==> src/rtl/mag_norm_pkg.sv <==
package mag_norm_pkg;

  typedef enum logic {
    MN_IDLE = 1'b0,
    MN_BUSY = 1'b1
  } mn_state_e;

  // Right-shift that turns a root into its single-sided amplitude:
  // divide by N for the zero bin, by N/2 for the others.
  function automatic int unsigned mn_shift(input logic is_dc, input int unsigned log2n);
    return is_dc ? log2n : log2n - 1;
  endfunction

endpackage

==> src/rtl/mn_sq_sum.sv <==
module mn_sq_sum #(
  parameter int DW = 16
) (
  input  logic [DW-1:0]   re,
  input  logic [DW-1:0]   im,
  output logic [2*DW-1:0] sum
);
  localparam int PW = 2 * DW;

  function automatic logic [PW-1:0] square_of(input logic [DW-1:0] v);
    logic signed [PW-1:0] ext;
    logic signed [PW-1:0] prod;
    ext  = {{DW{v[DW-1]}}, v};
    prod = ext * ext;
    return prod;
  endfunction

  // Each square is at most 2^(2DW-2), so the sum fits in 2*DW bits unsigned.
  function automatic logic [PW-1:0] power_of(input logic [DW-1:0] a, input logic [DW-1:0] b);
    return square_of(a) + square_of(b);
  endfunction

  assign sum = power_of(re, im);

endmodule

==> src/rtl/mn_isqrt.sv <==
module mn_isqrt #(
  parameter int RW = 16
) (
  input  logic            clk,
  input  logic            rst_n,
  input  logic            start,
  input  logic [2*RW-1:0] radicand,
  output logic            done,
  output logic [RW-1:0]   root,
  output logic [2*RW-1:0] rad_held
);
  localparam int RADW = 2 * RW;
  localparam int REMW = RW + 3;
  localparam int CW   = $clog2(RW + 1);

  logic [RADW-1:0] rad_sh;
  logic [REMW-1:0] rem;
  logic [CW-1:0]   steps_left;
  logic            busy;

  // One result bit: bring down the next two radicand bits and try to
  // subtract 4*root+1; the bit is 1 when the trial does not go negative.
  function automatic logic [REMW+RW-1:0] digit_step(
    input logic [REMW-1:0] r_in,
    input logic [RW-1:0]   q_in,
    input logic [1:0]      pair
  );
    logic [REMW-1:0] cand;
    logic [REMW-1:0] trial;
    cand  = {r_in[REMW-3:0], pair};
    trial = {1'b0, q_in, 2'b01};
    if (cand >= trial) return {cand - trial, q_in[RW-2:0], 1'b1};
    else               return {cand,         q_in[RW-2:0], 1'b0};
  endfunction

  always_ff @(posedge clk or negedge rst_n) begin
    if (!rst_n) begin
      rad_sh     <= '0;
      rad_held   <= '0;
      rem        <= '0;
      root       <= '0;
      steps_left <= '0;
      busy       <= 1'b0;
      done       <= 1'b0;
    end else begin
      done <= 1'b0;
      if (start) begin
        rad_sh     <= radicand;
        rad_held   <= radicand;
        rem        <= '0;
        root       <= '0;
        steps_left <= CW'(RW);
        busy       <= 1'b1;
      end else if (busy) begin
        {rem, root} <= digit_step(rem, root, rad_sh[RADW-1 -: 2]);
        rad_sh      <= rad_sh << 2;
        steps_left  <= steps_left - 1'b1;
        if (steps_left == CW'(1)) begin
          busy <= 1'b0;
          done <= 1'b1;
        end
      end
    end
  end

endmodule

==> src/rtl/mn_scale.sv <==
module mn_scale #(
  parameter int DW    = 16,
  parameter int LOG2N = 10
) (
  input  logic [DW-1:0] mag,
  input  logic          is_dc,
  output logic [DW-1:0] scaled
);
  import mag_norm_pkg::*;

  localparam int unsigned SH_DC = mn_shift(1'b1, LOG2N);
  localparam int unsigned SH_AC = mn_shift(1'b0, LOG2N);

  assign scaled = is_dc ? (mag >> SH_DC) : (mag >> SH_AC);

endmodule

==> src/rtl/mag_norm.sv <==
module mag_norm #(
  parameter int N_PTS = 1024,
  parameter int DW    = 16
) (
  input  logic                     clk,
  input  logic                     rst_n,
  input  logic                     in_valid,
  output logic                     in_ready,
  input  logic [DW-1:0]            in_re,
  input  logic [DW-1:0]            in_im,
  input  logic [$clog2(N_PTS)-1:0] in_bin,
  output logic                     out_valid,
  output logic [$clog2(N_PTS)-1:0] out_bin,
  output logic [DW-1:0]            out_mag
);
  import mag_norm_pkg::*;

  localparam int LOG2N = $clog2(N_PTS);
  localparam int PW    = 2 * DW;

  mn_state_e        state;
  logic             accept;
  logic [LOG2N-1:0] bin_q;
  logic [PW-1:0]    power;
  logic             root_done;
  logic [DW-1:0]    root_val;
  logic [PW-1:0]    root_rad;
  logic [DW-1:0]    scaled;

  assign in_ready = (state == MN_IDLE);
  assign accept   = in_valid && in_ready;

  mn_sq_sum #(.DW(DW)) u_power (
    .re  (in_re),
    .im  (in_im),
    .sum (power)
  );

  mn_isqrt #(.RW(DW)) u_root (
    .clk      (clk),
    .rst_n    (rst_n),
    .start    (accept),
    .radicand (power),
    .done     (root_done),
    .root     (root_val),
    .rad_held (root_rad)
  );

  mn_scale #(.DW(DW), .LOG2N(LOG2N)) u_scale (
    .mag    (root_val),
    .is_dc  (bin_q == '0),
    .scaled (scaled)
  );

  always_ff @(posedge clk or negedge rst_n) begin
    if (!rst_n) begin
      state     <= MN_IDLE;
      bin_q     <= '0;
      out_valid <= 1'b0;
      out_bin   <= '0;
      out_mag   <= '0;
    end else begin
      out_valid <= root_done;
      if (accept) begin
        state <= MN_BUSY;
        bin_q <= in_bin;
      end else if (root_done) begin
        state   <= MN_IDLE;
        out_bin <= bin_q;
        out_mag <= scaled;
      end
    end
  end

endmodule

==> config.mk <==
export PLATFORM = sky130hd
export DESIGN_NAME = mag_norm
export DESIGN_NICKNAME = d
export VERILOG_FILES = /design/src/rtl/mag_norm_pkg.sv /design/src/rtl/mn_sq_sum.sv /design/src/rtl/mn_isqrt.sv /design/src/rtl/mn_scale.sv /design/src/rtl/mag_norm.sv
export SDC_FILE = /design/constraint.sdc
export NUM_CORES = 1
export LEC_CHECK = 0
export ABC_CLOCK_PERIOD_IN_PS = 2500
export BUFFER_PORTS_ARGS = -buffer_cell sky130_fd_sc_hd__buf_2
export CAP_MARGIN = 20
export CORE_MARGIN = 4
export CORE_UTILIZATION = 35
export DETAILED_ROUTE_END_ITERATION = 10
export SLEW_MARGIN = 30
export SYNTH_ARGS = -nofsm -noshare
export SYNTH_HDL_FRONTEND = slang
export SYNTH_HIERARCHICAL = 1
export SYNTH_SLANG_ARGS = --single-unit
==> constraint.sdc <==
create_clock -name clk -period 2.5 [get_ports clk]
set_input_delay 0.375 -clock clk [delete_from_list [all_inputs] [get_ports clk]]
set_output_delay 0.375 -clock clk [all_outputs]
set_load 0.005 [all_outputs]
* Yosys cells after proc, flatten, opt, wreduce, memory -nomap -nowiden
Index checks and enable logic that the tools add are counted.
** Storage, ports and cells
- Flip-flop bits (word level) :: 110
- Input bits :: 45
- Output and inout port bits :: 28
- Logic and storage cells :: 43
** Cells by class
- Reductions and logical operators :: 5
- Bitwise logic cells :: 2
- Equal/unequal tests :: 1
- Mux-type cells :: 18
- $add $sub $neg :: 3
- Multiply operators :: 2
- Magnitude comparators :: 1
** Operators by type and width (number)
- $mul 16x16->32 :: 2
- $mux 32 :: 2
- $mux 17 :: 2
- $mux 33 :: 1
- $add 32x32->32 :: 1
- $mux 16 :: 2
- $ge 19x18->1 :: 1
- $sub 17x17->17 :: 1
- $logic_not 10->1 :: 1
- $mux 5 :: 2
- $mux 1 :: 8
- $mux 7 :: 1
- $eq 5x1->1 const B :: 1
- $sub 5x1->5 const B :: 1
- $reduce_bool 2->1 :: 2
- $not 1->1 :: 2
- $reduce_and 2->1 :: 1
- $logic_and 1x1->1 :: 1

* Logic depth before layout (Yosys ltp)
- Word-level depth :: 4
- Depth in mapped cells :: 28
- Depth with buffers taken out :: 28

* Hierarchy
Netlist, hierarchy kept.
** By module, submodules not included
- mn_sq_sum :: area each 17558.1 sq um, seq. area each 0.0 sq um, times used 1, cells each 1835
- mn_isqrt :: area each 5310.1 sq um, seq. area each 2602.5 sq um, times used 1, cells each 543
- mag_norm :: area each 1530.2 sq um, seq. area each 950.9 sq um, times used 1, cells each 85
- mn_scale :: area each 181.4 sq um, seq. area each 0.0 sq um, times used 1, cells each 18

* Worst setup path before layout
Ideal clock, no wire load.
- Kind :: in2reg
- Start :: in in_im[15]
- End :: reg u_root.rad_sh[29]
- Arrival :: 7.067 ns
- Setup slack :: -4.650 ns
- Stages on the path :: 25
- Path buffers :: 2
- Required time :: 2.417 ns
- Library setup time :: 0.083 ns
- Path through :: clkbuf_1 > clkbuf_1 > nand2_1 > fa_1 > inv_1 > fa_1 > inv_1 > fa_1 > inv_1 > fa_1 > fa_1 > fa_1 > fa_1 > inv_1 > fa_1 > inv_1 > ha_1 > nand4_1 > nand3b_1 > o31ai_1 > nor4_2 > o21ba_1 > xor2_1 > nand2_1 > o21ai_0
** On the way
- Cells in the longest elaborated chain, start to end :: 3
** Ends and longest elaborated chain
- start, declared :: line mag_norm.sv:10 : input logic [DW-1:0] in_im,
- $mul 16x16->32 :: line mn_sq_sum.sv:14 : prod = ext * ext;
- $add 32x32->32 :: line mn_sq_sum.sv:20 : return square_of(a) + square_of(b);
- named net power[29] :: line mag_norm.sv:24 : logic [PW-1:0] power;
- $mux 32 :: line mn_isqrt.sv:47 : if (start) begin
- end signal, assigned :: line mn_isqrt.sv:48 : rad_sh <= radicand;
- end signal, assigned :: line mn_isqrt.sv:56 : rad_sh <= rad_sh << 2;
- end, declared :: line mn_isqrt.sv:16 : logic [RADW-1:0] rad_sh;
The timed path passes the listed nets, and every way through them passes these cells.
A chain may end at the register's enable or synchronous reset.

* Final worst setup path
- Start :: in in_im[14]
- End :: reg u_root.rad_sh[29]
The elaborated chain is that of the path after synthesis.

==> metrics.md <==
| Metric | Value |
|---|---|
| CP max FO | `10` |
| DRC errors left | `0` |
| Clk_lat worst skew | `0.35 ns` |
| I/O pin count | `73` |
| Largest net degree at the start of global routing | `54` |
| Type of origin of the critical path | `input port` |
| Crit path max-delay family | `adder cells` |
| # H-tree levels | `3` |
| First-pass GRT wire length | `94.01 mm` |
| Status | `complete, but fails checks` |
| Kind of end point of the critical path | `flop` |
| Critical path class | `in2reg` |
| Buf+Inv Stages, Crit Path | `4` |
| Reg-to-reg startpoint | `u_root/rem[14]` |
| Synth Cell Area | `0.02349 mm2` |
| Clk sinks | `110` |
| Reg2reg setup slack | `0.08 ns` |
| Post-DR wirelength/cell | `15.37 um` |
| Routed via count | `16479` |
| Mean post-synth cell area | `9.847 um2` |
| Final setup vio count | `29` |
| ANT nets after route | `0` |
| Crit path to | `u_root/rad_sh[29]` |
| Worst path slowest cell | `fa_2` |
| CP startpoint | `in_im[14]` |
| Design area | `0.02931 mm2` |
| Failing checks | `negative setup slack` |
| Initial Utilization | `0.3553` |
| Crit path arrival time | `6.81 ns` |
| Gp weighted congestion | `0.9103` |
| Clock Tree Root | `clkbuf_16` |
| Number of max-cap violations | `0` |
| Vias in the first global route | `18744` |
| DR pass1 iterations | `7` |
| Slew @ Worst Pin | `0.7366 ns` |
| Worst slew margin | `0.5090` |
| Hold Crit Class | `in2async` |
| DP Area | `0.02754 mm2` |
| Hpwl dp | `48.91 mm` |
| TritonCTS clock tree | `done` |
| Cts bufs inserted | `9` |
| Die Wd | `267.0 um` |
| R2R depth | `8` |
| Area Overhead vs Synth | `24.82%` |
| Slew Limit Fails | `0` |
| Tmin final | `6.581 ns` |
| Clk_skew | `0.006268 ns` |
| Peak Freq | `0.1519 GHz` |
| Clock buffer depth | `2` |
| Worst setup margin | `-4.081 ns` |
| Crit share post-route | `2.633` |
| Reg clk slew, reported paths | `0.07 ns` |
| Stages on worst setup path | `23` |
| RR Endpoint | `u_root/rem[1]` |
| Rows | `94` |
| Die Y | `267.0 um` |
| Global route total overflow | `0` |
| Initial antenna violation count | `0` |
| GRT Overall Usage | `0.1606` |
| Final wirelength | `55.48 mm` |
| Nets | `3474` |
| Cell mode on critical path | `fa_1` |
| # port buffers | `72` |
| Critical Path RT | `2.73 ns` |
| Antenna diodes | `0` |
| Syn Inst Count | `2385` |
| 1st-iter DRT viols | `598` |
| Largest stage delay on the critical path | `0.61 ns` |
| RSZ-0062 raised after global routing | `yes` |
| Share of cells above drive strength 1 | `0.2648` |
| Die area | `0.07131 mm2` |
| Ys Warns | `6` |
| DR vias/cell | `4.566` |
| Crit-path cells | `buf_2, nand2_1, fa_1, inv_1, fa_1, fa_1, fa_2, fa_2, fa_2, fa_1, inv_1, fa_1, inv_2, ha_4, a2111oi_4, a21oi_1, a32oi_2, o31ai_4, nor4_2, o21ba_1, xor2_1, nand2_1, o21ai_0` |
| Core area | `0.06610 mm2` |
| Final hold violations | `0` |
| Hold_buf cts | `0` |
[worst min path at each step]
stage,slack [ns],endpoint
finish,0.09,bin_q[6]
global route,0.16,u_root/root[15]
CTS,0.11,out_bin[6]
detailed placement,0.45,out_valid
global placement,0.44,out_valid
floorplan,0.08,bin_q[0]
[layout make-up]
class	instances	area, um2
Sequential cell	110	2756
Timing Repair Buffer	414	3675
Tap cell	864	1081
Clock inverter	5	63.81
Inverter	682	2570
Timing Repair inverter	1	5.005
Fill cell	6286	36780
Multi-Input combinational cell	1522	18920
Clock buffer	11	242.7
[state kept, by name (all words and copies together) (netlist names), 5 cells and up]
signal / count
bin_q: 10
out_bin: 10
out_mag: 16
u_root/rad_sh: 32
u_root/rem: 17
u_root/root: 16
u_root/steps_left: 5
[per-stage QoR]
step,instances,hold slack [ns],setup TNS [ns],setup slack (ns),utilization
6_report,3609,0.08777,-94.45,-4.081,0.4435
3_3_place_gp,3553,0.4426,-108.83,-4.484,0.4167
3_5_place_dp,3553,0.4521,-111.13,-4.543,0.4167
4_1_cts,3594,0.1078,-94.89,-4.069,0.4350
5_1_grt,3609,0.1560,-100.06,-4.295,0.4435
2_1_floorplan,2393,0.07941,-91.46,-3.975,-
[worst reg2reg max path, delay by kind of cell, from the launching register on]
family,cells,cell delay (ns)
flip-flops,1,0.41
AND/OR/NAND/NOR,4,0.95
adder cells (fa/ha/maj),1,0.32
buffers and inverters,1,0.14
AO/OA/AOI/OAI,2,0.50
[routing by layer]
layer  part of all wire  vias to the layer above  GRT usage
met3              0.024                       72   0.009771
met2               0.52                      257     0.2928
met4              0.025                        0    0.03669
met1               0.43                     8389     0.2108
li1                   -                     7761          -
met5                  0                        -          0
[timing repair]
item	in CTS	in global routing
setup endpoints to repair	28	42
setup buffers	23	14
gates resized for setup	204	104
gates cloned	2	2
pin swaps	92	56
[layout by cell type, fill, tap and decap left out, types with 15 or more instances in the layout]
cell type / instances
inv_1: 634
fa_1: 494
buf_4: 281
nand2_1: 158
ha_1: 131
dfrtp_1: 109
nor2_1: 71
and2_1: 67
mux2i_1: 54
xnor2_1: 52
buf_6: 47
inv_2: 45
buf_2: 42
ha_4: 33
buf_12: 28
fa_2: 28
mux2_4: 27
nand2_2: 27
a21oi_1: 27
o21ai_1: 26
o21ai_0: 24
and2_4: 23
mux2_2: 17
nor2b_1: 16
a21o_1: 15
xor2_1: 15
Power is not shown: default switching activity piles up to over one toggle a cycle in this logic, so the estimate is an artifact.
